[config.mk]
export PLATFORM = sky130hd
export DESIGN_NAME = csgen_top
export DESIGN_NICKNAME = d
export VERILOG_FILES = /design/src/rtl/csgen_pkg.sv /design/src/rtl/csgen_decode.sv /design/src/rtl/csgen_dir_reg.sv /design/src/rtl/csgen_pin_mux.sv /design/src/rtl/csgen_top.sv
export SDC_FILE = /design/constraint.sdc
export NUM_CORES = 1
export LEC_CHECK = 0
export BUFFER_PORTS_ARGS = -buffer_cell sky130_fd_sc_hd__clkbuf_2
export CORE_AREA = 3 3 53 55
export CTS_CLUSTER_SIZE = 8
export DETAILED_ROUTE_END_ITERATION = 16
export DIE_AREA = 0 0 56 58
export HOLD_SLACK_MARGIN = 0.08
export PLACE_DENSITY = 0.85
export SLEW_MARGIN = 20
export SYNTH_ARGS = -nofsm -noshare
export SYNTH_HDL_FRONTEND = slang
export SYNTH_SLANG_ARGS = --single-unit
[constraint.sdc]
create_clock -name clk -period 1.25 [get_ports clk]
set_clock_uncertainty 0.05 [all_clocks]
set_input_delay 0.25 -clock clk [delete_from_list [all_inputs] [get_ports clk]]
set_output_delay 0.25 -clock clk [all_outputs]
set_load 0.02 [all_outputs]
[src/rtl/csgen_pkg.sv]
package csgen_pkg;
  localparam int unsigned ADDR_W    = 24;
  localparam int unsigned AREA_W    = 3;
  localparam int unsigned NUM_AREAS = 1 << AREA_W;
  localparam int unsigned DRAM_LO   = 2;
  localparam int unsigned DRAM_N    = 4;
  typedef logic [AREA_W-1:0] area_t;
endpackage

[src/rtl/csgen_decode.sv]
module csgen_decode
  import csgen_pkg::*;
#(
  parameter int unsigned     AW     = ADDR_W,
  parameter int unsigned     NA     = NUM_AREAS,
  parameter logic [AW-1:0]   RAM_LO = 24'hFF0000,
  parameter logic [AW-1:0]   RAM_HI = 24'hFFEFFF,
  parameter logic [AW-1:0]   IO_LO  = 24'hFFFF00,
  parameter logic [AW-1:0]   IO_HI  = 24'hFFFFFF
) (
  input  logic [AW-1:0] addr,
  input  logic          acc,
  input  logic          ram_en,
  output logic [NA-1:0] sel
);
  localparam int unsigned NBITS = $clog2(NA);
  localparam int unsigned TOP   = NA - 1;

  logic [NBITS-1:0] area;
  logic             in_ram;
  logic             in_io;
  logic             internal;

  assign area     = addr[AW-1 -: NBITS];
  assign in_ram   = (addr >= RAM_LO) && (addr <= RAM_HI);
  assign in_io    = (addr >= IO_LO) && (addr <= IO_HI);
  assign internal = (area == NBITS'(TOP)) && (in_io || (ram_en && in_ram));

  for (genvar k = 0; k < NA; k++) begin : g_sel
    assign sel[k] = acc && !internal && (area == NBITS'(k));
  end
endmodule

[src/rtl/csgen_dir_reg.sv]
module csgen_dir_reg #(
  parameter int unsigned NA = 8
) (
  input  logic          clk,
  input  logic          rst,
  input  logic          rom_on,
  input  logic          we,
  input  logic [NA-1:0] wdata,
  output logic [NA-1:0] dir_q
);
  localparam logic [NA-1:0] RST_ROM_OFF = NA'(1);
  localparam logic [NA-1:0] RST_ROM_ON  = '0;

  always_ff @(posedge clk) begin
    if (rst)     dir_q <= rom_on ? RST_ROM_ON : RST_ROM_OFF;
    else if (we) dir_q <= wdata;
  end

  p_rst_romoff_r4: assert property (@(posedge clk)
    rst && !rom_on |=> dir_q == RST_ROM_OFF);
  p_rst_romon_r5: assert property (@(posedge clk)
    rst && rom_on |=> dir_q == RST_ROM_ON);
  p_load_r9: assert property (@(posedge clk) disable iff (rst)
    we |=> dir_q == $past(wdata));
endmodule

[src/rtl/csgen_pin_mux.sv]
module csgen_pin_mux #(
  parameter int unsigned NA      = 8,
  parameter int unsigned DRAM_LO = 2,
  parameter int unsigned DRAM_N  = 4
) (
  input  logic              clk,
  input  logic              rst,
  input  logic [NA-1:0]     sel,
  input  logic [DRAM_N-1:0] dram_sel,
  output logic [NA-1:0]     cs_n,
  output logic [DRAM_N-1:0] ras_n,
  output logic [NA-1:0]     pin_val
);
  for (genvar k = 0; k < NA; k++) begin : g_pin
    if (k >= DRAM_LO && k < DRAM_LO + DRAM_N) begin : g_dram
      localparam int unsigned J = k - DRAM_LO;
      always_ff @(posedge clk) begin
        if (rst) begin
          cs_n[k]  <= 1'b1;
          ras_n[J] <= 1'b1;
        end else begin
          cs_n[k]  <= !(sel[k] && !dram_sel[J]);
          ras_n[J] <= !(sel[k] && dram_sel[J]);
        end
      end
      p_dram_swap_r8: assert property (@(posedge clk) disable iff (rst)
        sel[k] && dram_sel[J] |=> !ras_n[J] && cs_n[k]);
    end else begin : g_plain
      always_ff @(posedge clk) begin
        if (rst) cs_n[k] <= 1'b1;
        else     cs_n[k] <= !sel[k];
      end
    end
    always_ff @(posedge clk) begin
      if (rst) pin_val[k] <= 1'b1;
      else     pin_val[k] <= !sel[k];
    end
  end
endmodule

[src/rtl/csgen_top.sv]
module csgen_top
  import csgen_pkg::*;
#(
  parameter logic [ADDR_W-1:0] RAM_LO = 24'hFF0000,
  parameter logic [ADDR_W-1:0] RAM_HI = 24'hFFEFFF,
  parameter logic [ADDR_W-1:0] IO_LO  = 24'hFFFF00,
  parameter logic [ADDR_W-1:0] IO_HI  = 24'hFFFFFF
) (
  input  logic                 clk,
  input  logic                 rst,
  input  logic [ADDR_W-1:0]    addr,
  input  logic                 acc,
  input  logic                 ram_en,
  input  logic                 rom_on,
  input  logic                 dir_we,
  input  logic [NUM_AREAS-1:0] dir_wdata,
  input  logic [DRAM_N-1:0]    dram_sel,
  output logic [NUM_AREAS-1:0] cs_n,
  output logic [DRAM_N-1:0]    ras_n,
  output logic [NUM_AREAS-1:0] pin_val,
  output logic [NUM_AREAS-1:0] pin_oe
);
  localparam int unsigned TOP = NUM_AREAS - 1;

  logic [NUM_AREAS-1:0] sel;
  logic [NUM_AREAS-1:0] dir_q;

  csgen_decode #(
    .AW(ADDR_W), .NA(NUM_AREAS),
    .RAM_LO(RAM_LO), .RAM_HI(RAM_HI), .IO_LO(IO_LO), .IO_HI(IO_HI)
  ) i_decode (
    .addr(addr), .acc(acc), .ram_en(ram_en), .sel(sel)
  );

  csgen_dir_reg #(.NA(NUM_AREAS)) i_dir (
    .clk(clk), .rst(rst), .rom_on(rom_on), .we(dir_we),
    .wdata(dir_wdata), .dir_q(dir_q)
  );

  csgen_pin_mux #(.NA(NUM_AREAS), .DRAM_LO(DRAM_LO), .DRAM_N(DRAM_N)) i_mux (
    .clk(clk), .rst(rst), .sel(sel), .dram_sel(dram_sel),
    .cs_n(cs_n), .ras_n(ras_n), .pin_val(pin_val)
  );

  assign pin_oe = dir_q;

  p_one_low_r2: assert property (@(posedge clk) disable iff (rst)
    $onehot0(~pin_val));
  p_idle_high_r2: assert property (@(posedge clk) disable iff (rst)
    !acc |=> (&cs_n) && (&ras_n) && (&pin_val));
  p_io_internal_r6: assert property (@(posedge clk) disable iff (rst)
    acc && addr >= IO_LO && addr <= IO_HI |=> cs_n[TOP] && pin_val[TOP]);
  p_ram_fallthru_r7: assert property (@(posedge clk) disable iff (rst)
    acc && !ram_en && addr >= RAM_LO && addr <= RAM_HI |=> !cs_n[TOP]);
  p_pin_merge_r8: assert property (@(posedge clk) disable iff (rst)
    pin_val == (cs_n & {2'b11, ras_n, 2'b11}));
endmodule

* Word level (Yosys, flattened, before mapping)
Index checks and enable logic that the tools add are counted.
Word-level totals: bits in registers 24, bits of input ports 42, output and inout bits 28
Operators by class: $lt $le $gt $ge 4, eq/ne operators 7, muxes and demuxes 3, reductions and logical operators 45
Operator list (count):
- 24-bit >= comparator (second input constant) | 2
- 24-bit less-or-equal comparator (second input constant) | 2
- 1-bit logical AND | 21
- 1-bit logical NOT | 21
- 8-bit 2-to-1 mux | 2
- 3-bit equality test (second input constant) | 4
- 3-bit by 2-bit equality test with 1-bit output (second input constant) | 2
- 3-bit by 1-bit equality test with 1-bit output (second input constant) | 1
- 3-bit logical NOT | 1
- 2-bit nonzero test | 1
- 1-bit logical OR | 1
- 1-bit 2-to-1 mux | 1

* Longest topological paths before layout
word-level depth 10, depth in mapped cells 4, mapped depth without buffers 3

* By module
Synthesis repeated with hierarchy kept, for this count alone.
Second synthesis, totals: cell total of the unflattened synthesis 73, area, all modules 892.1 um2
Modules (own cells, without submodules):
- csgen_pin_mux | times used 1, cells each 37, area an instance 470.5 um2, seq. area each 320.3 um2
- csgen_dir_reg | times used 1, cells each 18, area an instance 316.6 um2, seq. area each 240.2 um2
- csgen_decode | times used 1, cells each 18, area an instance 105.1 um2, seq. area each 0.0 um2

* Worst setup path before layout
Ideal clock, no wire load.
kind input-to-reg, start point in rst, end point reg i_mux.cs_n[2], arrival 876 ps, required time 1080 ps, setup slack 204 ps, stages on the path 4, path buffers 1, cell sequence buf_6 > nor3b_4 > nand2_1 > or2_1
RTL lines:
- start: declaration | RTL line csgen_top.sv:10 | input logic rst,
- end signal: indexed assignment | RTL line csgen_pin_mux.sv:22 | cs_n[k] <= !(sel[k] && !dram_sel[J]);
- end: declaration | RTL line csgen_pin_mux.sv:10 | output logic [NA-1:0] cs_n,

* Final worst setup path
start point reg i_dir.dir_q[7], end point out pin_oe[7]
RTL lines:
- start: declaration | RTL line csgen_dir_reg.sv:9 | output logic [NA-1:0] dir_q
- start signal: assignment | RTL line csgen_dir_reg.sv:15 | if (rst) dir_q <= rom_on ? RST_ROM_ON : RST_ROM_OFF;
- start signal: assignment | RTL line csgen_dir_reg.sv:16 | else if (we) dir_q <= wdata;
- end: declaration | RTL line csgen_top.sv:21 | output logic [NUM_AREAS-1:0] pin_oe
No word-level cell between the ends.

==> summary.txt <==
Timing
  • Setup tns final: 0 ns
  • RSZ-0062 raised after global routing: no
  • Final Slew Violations: 0
  • Setup violations, final: 0
  • Tcrit/Tclk final: 93.5%
  • Worst slew margin: 84.2%
  • FMAX: 0.856 GHz
  • Final hold violation count: 0
  • Tightest Pin Transition: 0.237 ns
  • Fin crit period: 1.17 ns

Synthesis
  • Yosys warnings: 0
  • Largest cells by area after synthesis: dfxtp_1 (37%), edfxtp_1 (28%), and2b_2 (7.1%)
  • EDFF count, synth: 8
  • #FFs+latches synth: 24
  • Most common cell in the netlist: dfxtp_1
  • Yosys cell types: 20
  • Mapped cell area: 858 µm²
  • Seq/Total Area, Yosys: 65.3%
  • Most frequent cells after synthesis: dfxtp_1 (16), edfxtp_1 (8), and2b_2 (7)
  • Main synth FF type: dfxtp_1
  • Post-synth ARST share: 0%
  • Syn nets: 109
  • Synth Instances: 67
  • Area leader, netlist: dfxtp_1
  • Post-synth top area share: 37.3%
  • Syn Area/Cell: 12.8 µm²

Cells and area
  • Fin area: 0.00127 mm²
  • Nets: 177
  • ANT cells: 0
  • Layout fillers: 240
  • Ratio of cells with drive above 1 in the final layout: 58.2%
  • Post-Layout Cell Count: 164
  • Area delta synth->final: 48.0%

Placed design
  • DP Area: 0.00118 mm²
  • Placer congestion estimate: 0.755
  • Detailed Place HPWL: 1590 µm
  • # port buffers: 61
  • Post-Place Cells: 156

Worst hold path
  • Hold path start: addr[23]
  • Worst Hold Path Cells: 2
  • Hold Crit Class: primary input to flop

Clock network
  • Clk buf depth: 2
  • CTS root buffer: clkbuf_4
  • CTS tree: done
  • Number of buffers created by CTS: 3
  • Clock slew at reported path FFs: 0.12 ns
  • H-tree depth: 1
  • # clock sinks: 24
  • Postcts setup bufs: 0

Drt
  • # DRC: 0
  • Final WL: 1860 µm
  • Pre-antenna DRT Iters: 4
  • Vias: 696
  • Drt initial violations: 8
  • Vias per cell: 4.24
  • Avg WL per Cell: 11.3 µm
  • Antenna-violating nets left: 0

Die
  • IO Count: 70
  • Die X: 56 µm
  • Initial Utilization: 35.3%
  • Die Height: 58 µm
  • Site Rows: 18
  • Die ar.: 0.00325 mm²
  • Core ar.: 0.00243 mm²

Global route
  • Gr ovfl total: 0
  • First-pass GRT wire length: 3070 µm
  • GRT Util Overall: 12.4%
  • Initial antenna violation count: 0
  • Pin count of the biggest net entering global routing: 15
  • Vias in the first global route: 726

Setup path
  • Delay-heaviest family, CP: flip-flops
  • Critical Path Sink Type: primary output
  • Path length in cells of the critical path: 1
  • Startpoint types: flop
  • Worst EP required: 0.95 ns
  • WP data arrival: 0.87 ns
  • Critical path origin: i_dir.dir_q[7]
  • Worst Path Max Fanout: 1
  • WS Path Type: flop to primary output
  • Slowest CP cell: edfxtp_1
  • Buf+Inv Stages, Crit Path: 1
  • CP Cell Sequence: clkbuf_2
  • Crit path to: pin_oe[7]
  • Max incr delay on CP: 0.39 ns

Power
  • PD cells: 1180 mW/mm²
  • Max VDD drop: 0.552 mV
  • Cell leakage power: 0.615 nW

Run status
  • Status: finished clean

Job
  • Maxcap violations: 0
flip-flops by register name, indices dropped and copies added, names as in the netlist:
name and count:
i_mux.cs_n 8, i_dir.dir_q 8, i_mux.pin_val 4, i_mux.ras_n 4
power by group:
part | leakage [nW] | switching, W | internal [W] | total [W]
Combinational | 0.375 | 0.0000981 | 0.0000946 | 0.000193
Sequential | 0.214 | 0.00000858 | 0.000839 | 0.000848
Clock | 0.0261 | 0.000216 | 0.000244 | 0.000461
Total | 0.615 | 0.000323 | 0.00118 | 0.00150
worst min path at each step:
stage	end	slack, ns
floorplan	i_mux.ras_n[1]	0.26
global placement	i_mux.ras_n[1]	0.36
detailed placement	i_mux.ras_n[3]	0.36
CTS	i_mux.cs_n[6]	0.11
global route	i_mux.cs_n[6]	0.10
finish	i_mux.cs_n[6]	0.11
logic make-up (layout without fill, tap and decap cells):
kind of cell	count (synthesis)	count (layout)	synth area share [%]
compound gates	1	1	1.02
buf+inv	8	75	6.12
flops	24	24	65.3
mux	2	2	2.33
simple gates	32	32	25.2
layout make-up:
cell class                 count  area [µm²]  share of cell area, %
clock buffer                   4        47.5                   3.74
inverter                       3        11.3                  0.887
multi-input combinational     35         245                   19.3
sequential                    24         561                   44.1
tap                           30        37.5                   2.96
timing repair buffer          68         368                   29.0
timing repair:
item,CTS,global route
resized for setup,0,0
endpoints found under the hold margin,8,0
hold buffers,4,0
routing by layer:
layer	up-vias	share of wire (%)	GRT usage (%)
li1	355	-	-
met1	298	34	11.9
met2	39	53	23.4
met3	4	11	3.79
met4	0	1.5	7.12
met5	-	0	0
stage by stage:
| step | utilization (%) | setup WS, ns | total power (W) | hold WS, ns |
|---|---|---|---|---|
| 4_1_cts | 52.2 | 0.0685 | 0.00152 | 0.105 |
| 3_3_place_gp | 48.6 | 0.140 | 0.00105 | 0.357 |
| 5_1_grt | 52.2 | 0.0425 | 0.00157 | 0.104 |
| 6_report | 52.2 | 0.0815 | 0.00150 | 0.108 |
| 3_5_place_dp | 48.6 | 0.125 | 0.00105 | 0.364 |
| 2_1_floorplan | - | 0.204 | 0.000958 | 0.262 |
layout by cell type, fill, tap and decap left out:
master	n
and3b_2	1
clkbuf_16	1
dlygate4sd3_1	4
inv_1	3
and4_1	2
and2_1	2
nand3_1	4
or2_1	2
nor3b_4	1
nand4_1	1
clkbuf_4	3
or2_2	1
nand2_1	6
nand2b_1	2
edfxtp_1	8
dfxtp_1	16
mux2i_1	2
o2111ai_1	1
nor2_1	1
buf_4	3
clkbuf_2	61
nor2b_1	2
and2b_2	7
Note: power is estimated with default switching activity, not from simulation.
